### config.mk
export PLATFORM = sky130hd
export DESIGN_NAME = sgr_ring_engine
export DESIGN_NICKNAME = d
export VERILOG_FILES = /design/src/rtl/sgr_pkg.sv /design/src/rtl/sgr_ptr_file.sv /design/src/rtl/sgr_desc_capture.sv /design/src/rtl/sgr_ring_engine.sv
export SDC_FILE = /design/constraint.sdc
export NUM_CORES = 1
export LEC_CHECK = 0
export BUFFER_PORTS_ARGS = -buffer_cell sky130_fd_sc_hd__clkbuf_2
export CAP_MARGIN = 20
export CORE_AREA = 2 2 167 169
export DETAILED_ROUTE_END_ITERATION = 12
export DIE_AREA = 0 0 169 171
export PLACE_DENSITY = 0.76
export SYNTH_ARGS = -nofsm -noshare
export SYNTH_HDL_FRONTEND = slang
export SYNTH_SLANG_ARGS = --single-unit
export TNS_END_PERCENT = 1
### constraint.sdc
create_clock -name clk -period 3.3 [get_ports clk]
set_clock_uncertainty 0.1 [all_clocks]
set_input_delay 0.495 -clock clk [delete_from_list [all_inputs] [get_ports clk]]
set_output_delay 0.495 -clock clk [all_outputs]
set_load 0.005 [all_outputs]
### src/rtl/sgr_pkg.sv
package sgr_pkg;
    localparam int WORD_W       = 32;
    localparam int LEN_W        = 26;
    localparam int SLOT_LSB     = 6;
    localparam int IDX_NEXT     = 0;
    localparam int IDX_BUF      = 2;
    localparam int IDX_CTRL     = 6;
    localparam int IDX_STAT     = 7;
    localparam int IDX_APP0     = 8;
    localparam int BIT_SOF      = 27;
    localparam int BIT_EOF      = 26;
    localparam int BIT_DONE     = 31;
    localparam int BIT_DEC      = 30;
    localparam int BIT_SLV      = 29;

    typedef enum logic [3:0] {
        ST_HALT, ST_IDLE, ST_FREQ, ST_FRSP, ST_CHECK,
        ST_CMD, ST_WAIT, ST_WREQ, ST_WRSP, ST_FAULT
    } sgr_state_e;

    function automatic logic [WORD_W-1:0] sgr_status_word(
        input logic dec, input logic slv, input logic [LEN_W-1:0] bytes);
        logic [WORD_W-1:0] w;
        w = '0;
        w[BIT_DONE] = 1'b1;
        w[BIT_DEC] = dec;
        w[BIT_SLV] = slv;
        w[LEN_W-1:0] = bytes;
        return w;
    endfunction
endpackage

### src/rtl/sgr_ptr_file.sv
module sgr_ptr_file #(
    parameter int ADDR_W = 32
) (
    input  logic              clk,
    input  logic              rst_n,
    input  logic              cur_load,
    input  logic [ADDR_W-1:0] cur_val,
    input  logic              tail_load,
    input  logic [ADDR_W-1:0] tail_val,
    input  logic              advance,
    input  logic [ADDR_W-1:0] next_ptr,
    output logic [ADDR_W-1:0] cur_ptr,
    output logic              pending,
    output logic              at_tail
);
    localparam int LSB = sgr_pkg::SLOT_LSB;

    logic [ADDR_W-1:0] tail_q;
    logic              unused_low;

    function automatic logic [ADDR_W-1:0] slot(input logic [ADDR_W-1:0] v);
        return {v[ADDR_W-1:LSB], {LSB{1'b0}}};
    endfunction

    assign unused_low = ^{cur_val[LSB-1:0], tail_val[LSB-1:0], next_ptr[LSB-1:0]};
    assign at_tail = (cur_ptr == tail_q);

    always_ff @(posedge clk) begin
        if (!rst_n) begin
            cur_ptr <= '0;
            tail_q  <= '0;
            pending <= 1'b0;
        end else begin
            if (cur_load)
                cur_ptr <= slot(cur_val);
            else if (advance)
                cur_ptr <= slot(next_ptr);
            if (tail_load) begin
                tail_q  <= slot(tail_val);
                pending <= 1'b1;
            end else if (advance && at_tail) begin
                pending <= 1'b0;
            end
        end
    end
endmodule

### src/rtl/sgr_desc_capture.sv
module sgr_desc_capture #(
    parameter int APP_N = 5
) (
    input  logic                 clk,
    input  logic                 rst_n,
    input  logic                 wr_en,
    input  logic [3:0]           wr_idx,
    input  logic [31:0]          wr_data,
    output logic [31:0]          next_w,
    output logic [31:0]          buf_w,
    output logic [31:0]          ctrl_w,
    output logic [31:0]          stat_w,
    output logic [APP_N*32-1:0]  app_w
);
    import sgr_pkg::*;

    always_ff @(posedge clk) begin
        if (!rst_n) begin
            next_w <= '0;
            buf_w  <= '0;
            ctrl_w <= '0;
            stat_w <= '0;
        end else if (wr_en) begin
            if (wr_idx == 4'(IDX_NEXT)) next_w <= wr_data;
            if (wr_idx == 4'(IDX_BUF))  buf_w  <= wr_data;
            if (wr_idx == 4'(IDX_CTRL)) ctrl_w <= wr_data;
            if (wr_idx == 4'(IDX_STAT)) stat_w <= wr_data;
        end
    end

    for (genvar k = 0; k < APP_N; k++) begin : g_app
        logic [31:0] word_q;
        always_ff @(posedge clk) begin
            if (!rst_n)
                word_q <= '0;
            else if (wr_en && wr_idx == 4'(IDX_APP0 + k))
                word_q <= wr_data;
        end
        assign app_w[k*32 +: 32] = word_q;
    end
endmodule

### src/rtl/sgr_ring_engine.sv
module sgr_ring_engine #(
    parameter int ADDR_W = 32,
    parameter int APP_N  = 5
) (
    input  logic                clk,
    input  logic                rst_n,
    input  logic                run_en,
    input  logic                cyclic_en,
    input  logic                cur_wr,
    input  logic [ADDR_W-1:0]   cur_val,
    input  logic                tail_wr,
    input  logic [ADDR_W-1:0]   tail_val,
    output logic                mem_req_valid,
    input  logic                mem_req_ready,
    output logic                mem_req_write,
    output logic [ADDR_W-1:0]   mem_req_addr,
    output logic [31:0]         mem_req_wdata,
    input  logic                mem_rsp_valid,
    input  logic                mem_rsp_err,
    input  logic [31:0]         mem_rsp_rdata,
    output logic                cmd_valid,
    input  logic                cmd_ready,
    output logic [ADDR_W-1:0]   cmd_addr,
    output logic [25:0]         cmd_len,
    output logic                cmd_sof,
    output logic                cmd_eof,
    output logic [APP_N*32-1:0] cmd_app,
    input  logic                done_valid,
    input  logic [25:0]         done_bytes,
    input  logic                done_dec_err,
    input  logic                done_slv_err,
    output logic                cmpl_evt,
    output logic                err_evt,
    output logic                idle,
    output logic                halted
);
    import sgr_pkg::*;

    localparam int DESC_WORDS = IDX_APP0 + APP_N;
    localparam logic [3:0] LAST_W = 4'(DESC_WORDS - 1);
    localparam logic [ADDR_W-1:0] STAT_OFF = ADDR_W'(IDX_STAT * 4);

    sgr_state_e        state_q, state_d;
    logic [3:0]        wcnt_q;
    logic [LEN_W-1:0]  dbytes_q;
    logic              ddec_q, dslv_q;
    logic [31:0]       next_w, buf_w, ctrl_w, stat_w;
    logic [ADDR_W-1:0] cur_ptr;
    logic              pending, at_tail, advance, cur_load, tail_load;
    logic              mover_err, desc_bad;
    logic              unused_bits;

    assign mover_err = ddec_q | dslv_q;
    assign desc_bad  = (stat_w[BIT_DONE] && !cyclic_en) || (ctrl_w[LEN_W-1:0] == '0);
    assign advance   = (state_q == ST_WRSP) && mem_rsp_valid && !mem_rsp_err && !mover_err;
    assign cur_load  = cur_wr && (state_q == ST_HALT);
    assign tail_load = tail_wr && (state_q != ST_HALT) && (state_q != ST_FAULT);
    assign unused_bits = ^{ctrl_w[31:28], stat_w, next_w, buf_w};

    sgr_ptr_file #(.ADDR_W(ADDR_W)) ptr_i (
        .clk(clk), .rst_n(rst_n),
        .cur_load(cur_load), .cur_val(cur_val),
        .tail_load(tail_load), .tail_val(tail_val),
        .advance(advance), .next_ptr(next_w[ADDR_W-1:0]),
        .cur_ptr(cur_ptr), .pending(pending), .at_tail(at_tail)
    );

    sgr_desc_capture #(.APP_N(APP_N)) cap_i (
        .clk(clk), .rst_n(rst_n),
        .wr_en((state_q == ST_FRSP) && mem_rsp_valid && !mem_rsp_err),
        .wr_idx(wcnt_q), .wr_data(mem_rsp_rdata),
        .next_w(next_w), .buf_w(buf_w), .ctrl_w(ctrl_w), .stat_w(stat_w),
        .app_w(cmd_app)
    );

    always_comb begin
        state_d = state_q;
        unique case (state_q)
            ST_HALT:  if (run_en) state_d = ST_IDLE;
            ST_IDLE:  if (!run_en) state_d = ST_HALT;
                      else if (pending) state_d = ST_FREQ;
            ST_FREQ:  if (mem_req_ready) state_d = ST_FRSP;
            ST_FRSP:  if (mem_rsp_valid) begin
                          if (mem_rsp_err) state_d = ST_FAULT;
                          else if (wcnt_q == LAST_W) state_d = ST_CHECK;
                          else state_d = ST_FREQ;
                      end
            ST_CHECK: state_d = desc_bad ? ST_FAULT : ST_CMD;
            ST_CMD:   if (cmd_ready) state_d = ST_WAIT;
            ST_WAIT:  if (done_valid) state_d = ST_WREQ;
            ST_WREQ:  if (mem_req_ready) state_d = ST_WRSP;
            ST_WRSP:  if (mem_rsp_valid) begin
                          if (mem_rsp_err || mover_err) state_d = ST_FAULT;
                          else if (!run_en) state_d = ST_HALT;
                          else if (at_tail) state_d = ST_IDLE;
                          else state_d = ST_FREQ;
                      end
            ST_FAULT: state_d = ST_FAULT;
            default:  state_d = ST_FAULT;
        endcase
    end

    always_ff @(posedge clk) begin
        if (!rst_n) begin
            state_q  <= ST_HALT;
            wcnt_q   <= '0;
            dbytes_q <= '0;
            ddec_q   <= 1'b0;
            dslv_q   <= 1'b0;
        end else begin
            state_q <= state_d;
            if (state_q == ST_FRSP && mem_rsp_valid)
                wcnt_q <= wcnt_q + 4'd1;
            else if (state_q != ST_FREQ && state_q != ST_FRSP)
                wcnt_q <= '0;
            if (state_q == ST_WAIT && done_valid) begin
                dbytes_q <= done_bytes;
                ddec_q   <= done_dec_err;
                dslv_q   <= done_slv_err;
            end
        end
    end

    always_comb begin
        mem_req_valid = (state_q == ST_FREQ) || (state_q == ST_WREQ);
        mem_req_write = (state_q == ST_WREQ);
        mem_req_addr  = (state_q == ST_WREQ) ? cur_ptr + STAT_OFF
                                             : cur_ptr + ADDR_W'({wcnt_q, 2'b00});
        mem_req_wdata = sgr_status_word(ddec_q, dslv_q, dbytes_q);
        cmd_valid     = (state_q == ST_CMD);
        cmd_addr      = buf_w[ADDR_W-1:0];
        cmd_len       = ctrl_w[LEN_W-1:0];
        cmd_sof       = ctrl_w[BIT_SOF];
        cmd_eof       = ctrl_w[BIT_EOF];
        cmpl_evt      = (state_q == ST_WRSP) && mem_rsp_valid && !mem_rsp_err;
        err_evt       = (state_d == ST_FAULT) && (state_q != ST_FAULT);
        idle          = (state_q == ST_IDLE);
        halted        = (state_q == ST_HALT) || (state_q == ST_FAULT);
    end

    assert_req_hold_R3: assert property (@(posedge clk) disable iff (!rst_n)
        mem_req_valid && !mem_req_ready |=> mem_req_valid && $stable(mem_req_addr));
    assert_cmd_hold_R4: assert property (@(posedge clk) disable iff (!rst_n)
        cmd_valid && !cmd_ready |=> cmd_valid && $stable(cmd_addr) && $stable(cmd_len));
    assert_status_word_R5: assert property (@(posedge clk) disable iff (!rst_n)
        mem_req_valid && mem_req_write |-> mem_req_wdata[BIT_DONE] && mem_req_addr[5:0] == 6'd28);
    assert_cmd_nonzero_R8: assert property (@(posedge clk) disable iff (!rst_n)
        cmd_valid |-> cmd_len != '0);
    assert_fault_halts_R9: assert property (@(posedge clk) disable iff (!rst_n)
        err_evt |=> halted && !err_evt);
    assert_halt_quiet_R9: assert property (@(posedge clk) disable iff (!rst_n)
        halted |-> !cmd_valid && !mem_req_valid);
    assert_flags_excl_R2: assert property (@(posedge clk) disable iff (!rst_n)
        !(idle && halted));
endmodule

==> results.cfg <==
[critical_path]
crit_type = flip-flop to output port
worstSetupStartpointType = flip-flop
cp_num_buf_inv = 1
crit_family = simple AND/OR/NAND/NOR gates
crit_path_max_fanout = 3
cpPeakStageDelay_ns = 0.59
end_kind = output port
critPathLaunch = ptr_i.cur_ptr[11]
arrival_ns = 2.56
cp_cell_sequence = xor2_1, nor4_1, nand4_1, or4_4, a211oi_2, clkbuf_2
slowest_stage = or4_4
required_ns = 2.70
r2r-start = state_q[0]

[clock_tree]
h-tree-depth = 2
ctsResizeCount = 0
cts_buffers = 36
cts_tree = done
postCtsSetupRepairBufs = 0
cts-root-buf = clkbuf_16
clk_pin_slew_ns = 0.06
clk_latency_ns = 0.51
clock_sinks = 336
clk_path_buf_depth = 3
cts_hold_buf = 0

[power]
seqPwrFrac = 0.481
p_sw_mw = 1.94
ir_worst_vdd_mv = 0.360
switching_share = 0.226
p_per_area_mw_per_mm2 = 531
combPwrFrac = 0.051
p_leak_nw = 6.58
p_int_mw = 6.67
p_clk_frac = 0.467
power_mw = 8.61

[die]
rows = 61
die_y_um = 171
dieArea_mm2 = 0.0289
floorplan.initialDensity = 0.476
dieWidth_um = 169
core_mm2 = 0.0273
ioPinCount = 426

[placed_design]
place_area_mm2 = 0.0150
gp_congestion = 0.840
io_buffers = 407
hpwlAfterDp_um = 29500

[layout]
final_area_mm2 = 0.0162
area_growth_pct = 24.8
diodes = 0
nFillCells = 2463
drive_above_1_share = 0.255
finalNetCount = 2115

[logic_synthesis]
yosysWarnings = 0
netlist.area_leader.share = 0.518
synth_ff_type = dfxtp_1
ys_ff_latch = 336
async_flop_share = 0
syn_avg_cell_area_um2 = 7.90
synth_top_cell_by_area = dfxtp_1
synthTopCellsByArea = dfxtp_1 52%, nand2_1 17%, a21oi_1 11%
yosysSeqAreaShare = 0.518
synth_cells = 1645
synth-edff-count = 0
netlist_area_mm2 = 0.0130
synth_cell_types = 50

[route]
drt_iter0_drc = 1054
detail_route.wl_per_cell_um = 18.3
drc = 0
viasPerCell = 5.36
detail_route.first_pass.iterations = 6
totalWireLength_um = 42900
vias = 12600
ant_nets = 0

[timing]
rsz0062_at_grt = false
tns_ns = 0
hold_viol = 0
fin_crit_sh = 0.956
setup_viol = 0
drv_slew = 0
fmax_mhz = 317
period_needed_ns = 3.15
slew_headroom = 0.395
worst_slew_pin_slew_ns = 0.907

[min_path]
min_from = done_bytes[23]
hold_path_class = primary input to flip-flop

[grt]
grt_pass1_wl_um = 64300
grt_pass1_vias = 11500
gr-usage-met2 = 0.471
grt_max_degree = 95
met3_usage = 0.0733
grt-busiest-layer = met2
grt.total_usage = 0.284
gr-usage-met1 = 0.364
grt-ovfl-total = 0
antenna_found_initial = 0

[run_status]
status = finished, final reports clean

[run]
max_cap_violations = 0
-- path summary, 6_finish.rpt --
kind	endpoint	slack, ns	cells past startpoint
min	dbytes_q[23]	0.10	3
max reg2reg	cap_i.ctrl_w[14]	0.69	6
max	err_evt	0.15	6
min reg2reg	cap_i.g_app[1].word_q[3]	0.35	2
-- power groups by stage --
stage          registers [mW]  logic [mW]  clock network, mW
6_report                 4.15       0.443               4.02
2_1_floorplan            4.22       0.231                  0
4_1_cts                  4.14       0.440               4.08
3_5_place_dp             4.23       0.437                  0
5_1_grt                  4.15       0.476               4.23
3_3_place_gp             4.23       0.435                  0
-- worst min-delay path: stages --
cell and delay, ns:
clkbuf_2 0.08, nand2_1 0.04, a21oi_1 0.05
-- sequential cells by signal (all words and copies together), names as in the netlist --
register / flops
dbytes_q: 26
ptr_i.cur_ptr: 26
dslv_q: 1
cap_i.buf_w: 32
cap_i.ctrl_w: 28
wcnt_q: 4
cap_i.next_w: 26
cap_i.g_app.word_q: 160
state_q: 4
ptr_i.tail_q: 26
ddec_q: 1
ptr_i.pending: 1
cap_i.stat_w: 1
-- area by class of cell --
| cell class | count | area (um2) | area share |
|---|---|---|---|
| multi-input cells | 1150 | 5490 | 0.339 |
| clock buffers | 53 | 1080 | 0.0665 |
| repair buffers | 439 | 2310 | 0.143 |
| clock inverters | 9 | 110 | 0.00679 |
| inverters | 13 | 56.3 | 0.00347 |
| flip-flops and latches | 336 | 6730 | 0.415 |
| well taps | 346 | 433 | 0.0267 |
-- metal layers --
metal / up-vias / part of all wire
met4: 0 / 0.027
li1: 6026 / -
met3: 82 / 0.095
met1: 5838 / 0.41
met2: 617 / 0.47
met5: - / 0
-- cell families after synthesis --
| group | synth area share |
|---|---|
| compound gates | 0.140 |
| flops | 0.518 |
| simple gates | 0.235 |
| buf+inv | 0.0626 |
| mux | 0.0223 |
| xor+xnor | 0.0189 |
| fa+ha+maj | 0.00385 |
| other cells | 0.000578 |
-- Yosys cell counts (2+ instances only) --
cell type	count
and3_1	4
buf_8	2
nand2b_1	7
nand2_1	588
nor3_1	7
ha_1	4
nand4_1	3
o22ai_1	2
conb_1	2
o21ai_0	6
a31o_2	2
clkbuf_1	66
o211ai_1	2
buf_6	5
buf_4	19
nor2_1	72
dfxtp_1	336
inv_1	12
mux2i_1	29
nor4_1	12
nand3_1	36
xor2_1	23
a311oi_1	26
a211oi_1	2
buf_2	56
nor3_2	4
a21oi_1	280
nor2b_1	2
and2_1	5
buf_1	2
a32oi_1	2
or3_1	4
xnor2_1	5
a31oi_1	2
-- layout by cell type (no fill, tap or decap), types with 3 or more instances in the layout --
| cell type | count |
|---|---|
| inv_1 | 12 |
| dfxtp_1 | 336 |
| nor3_2 | 4 |
| clkbuf_1 | 8 |
| and2_1 | 5 |
| clkbuf_2 | 407 |
| xor2_1 | 23 |
| mux2i_1 | 29 |
| clkinv_2 | 5 |
| o21ai_0 | 6 |
| a311oi_1 | 26 |
| nor4_1 | 12 |
| nand4_1 | 3 |
| ha_1 | 4 |
| nand2b_1 | 7 |
| nand2_1 | 588 |
| conb_1 | 6 |
| a21oi_1 | 280 |
| or3_1 | 4 |
| nor2_1 | 71 |
| nor3_1 | 6 |
| clkbuf_8 | 7 |
| and3_1 | 3 |
| nand3_1 | 36 |
| clkbuf_16 | 38 |
| buf_12 | 3 |
| xnor2_1 | 5 |
| buf_4 | 29 |
-- stage by stage --
stage          worst slack [ns]  std cells  hold slack [ns]   util
2_1_floorplan              1.07       1649            0.332      -
6_report                  0.146       2346            0.102  0.593
3_3_place_gp              0.626       2284            0.340  0.550
4_1_cts                  0.0843       2346           0.0794  0.593
5_1_grt                0.000677       2346           0.0903  0.593
3_5_place_dp              0.634       2284            0.345  0.550
Power figures use the tool's default switching activity.
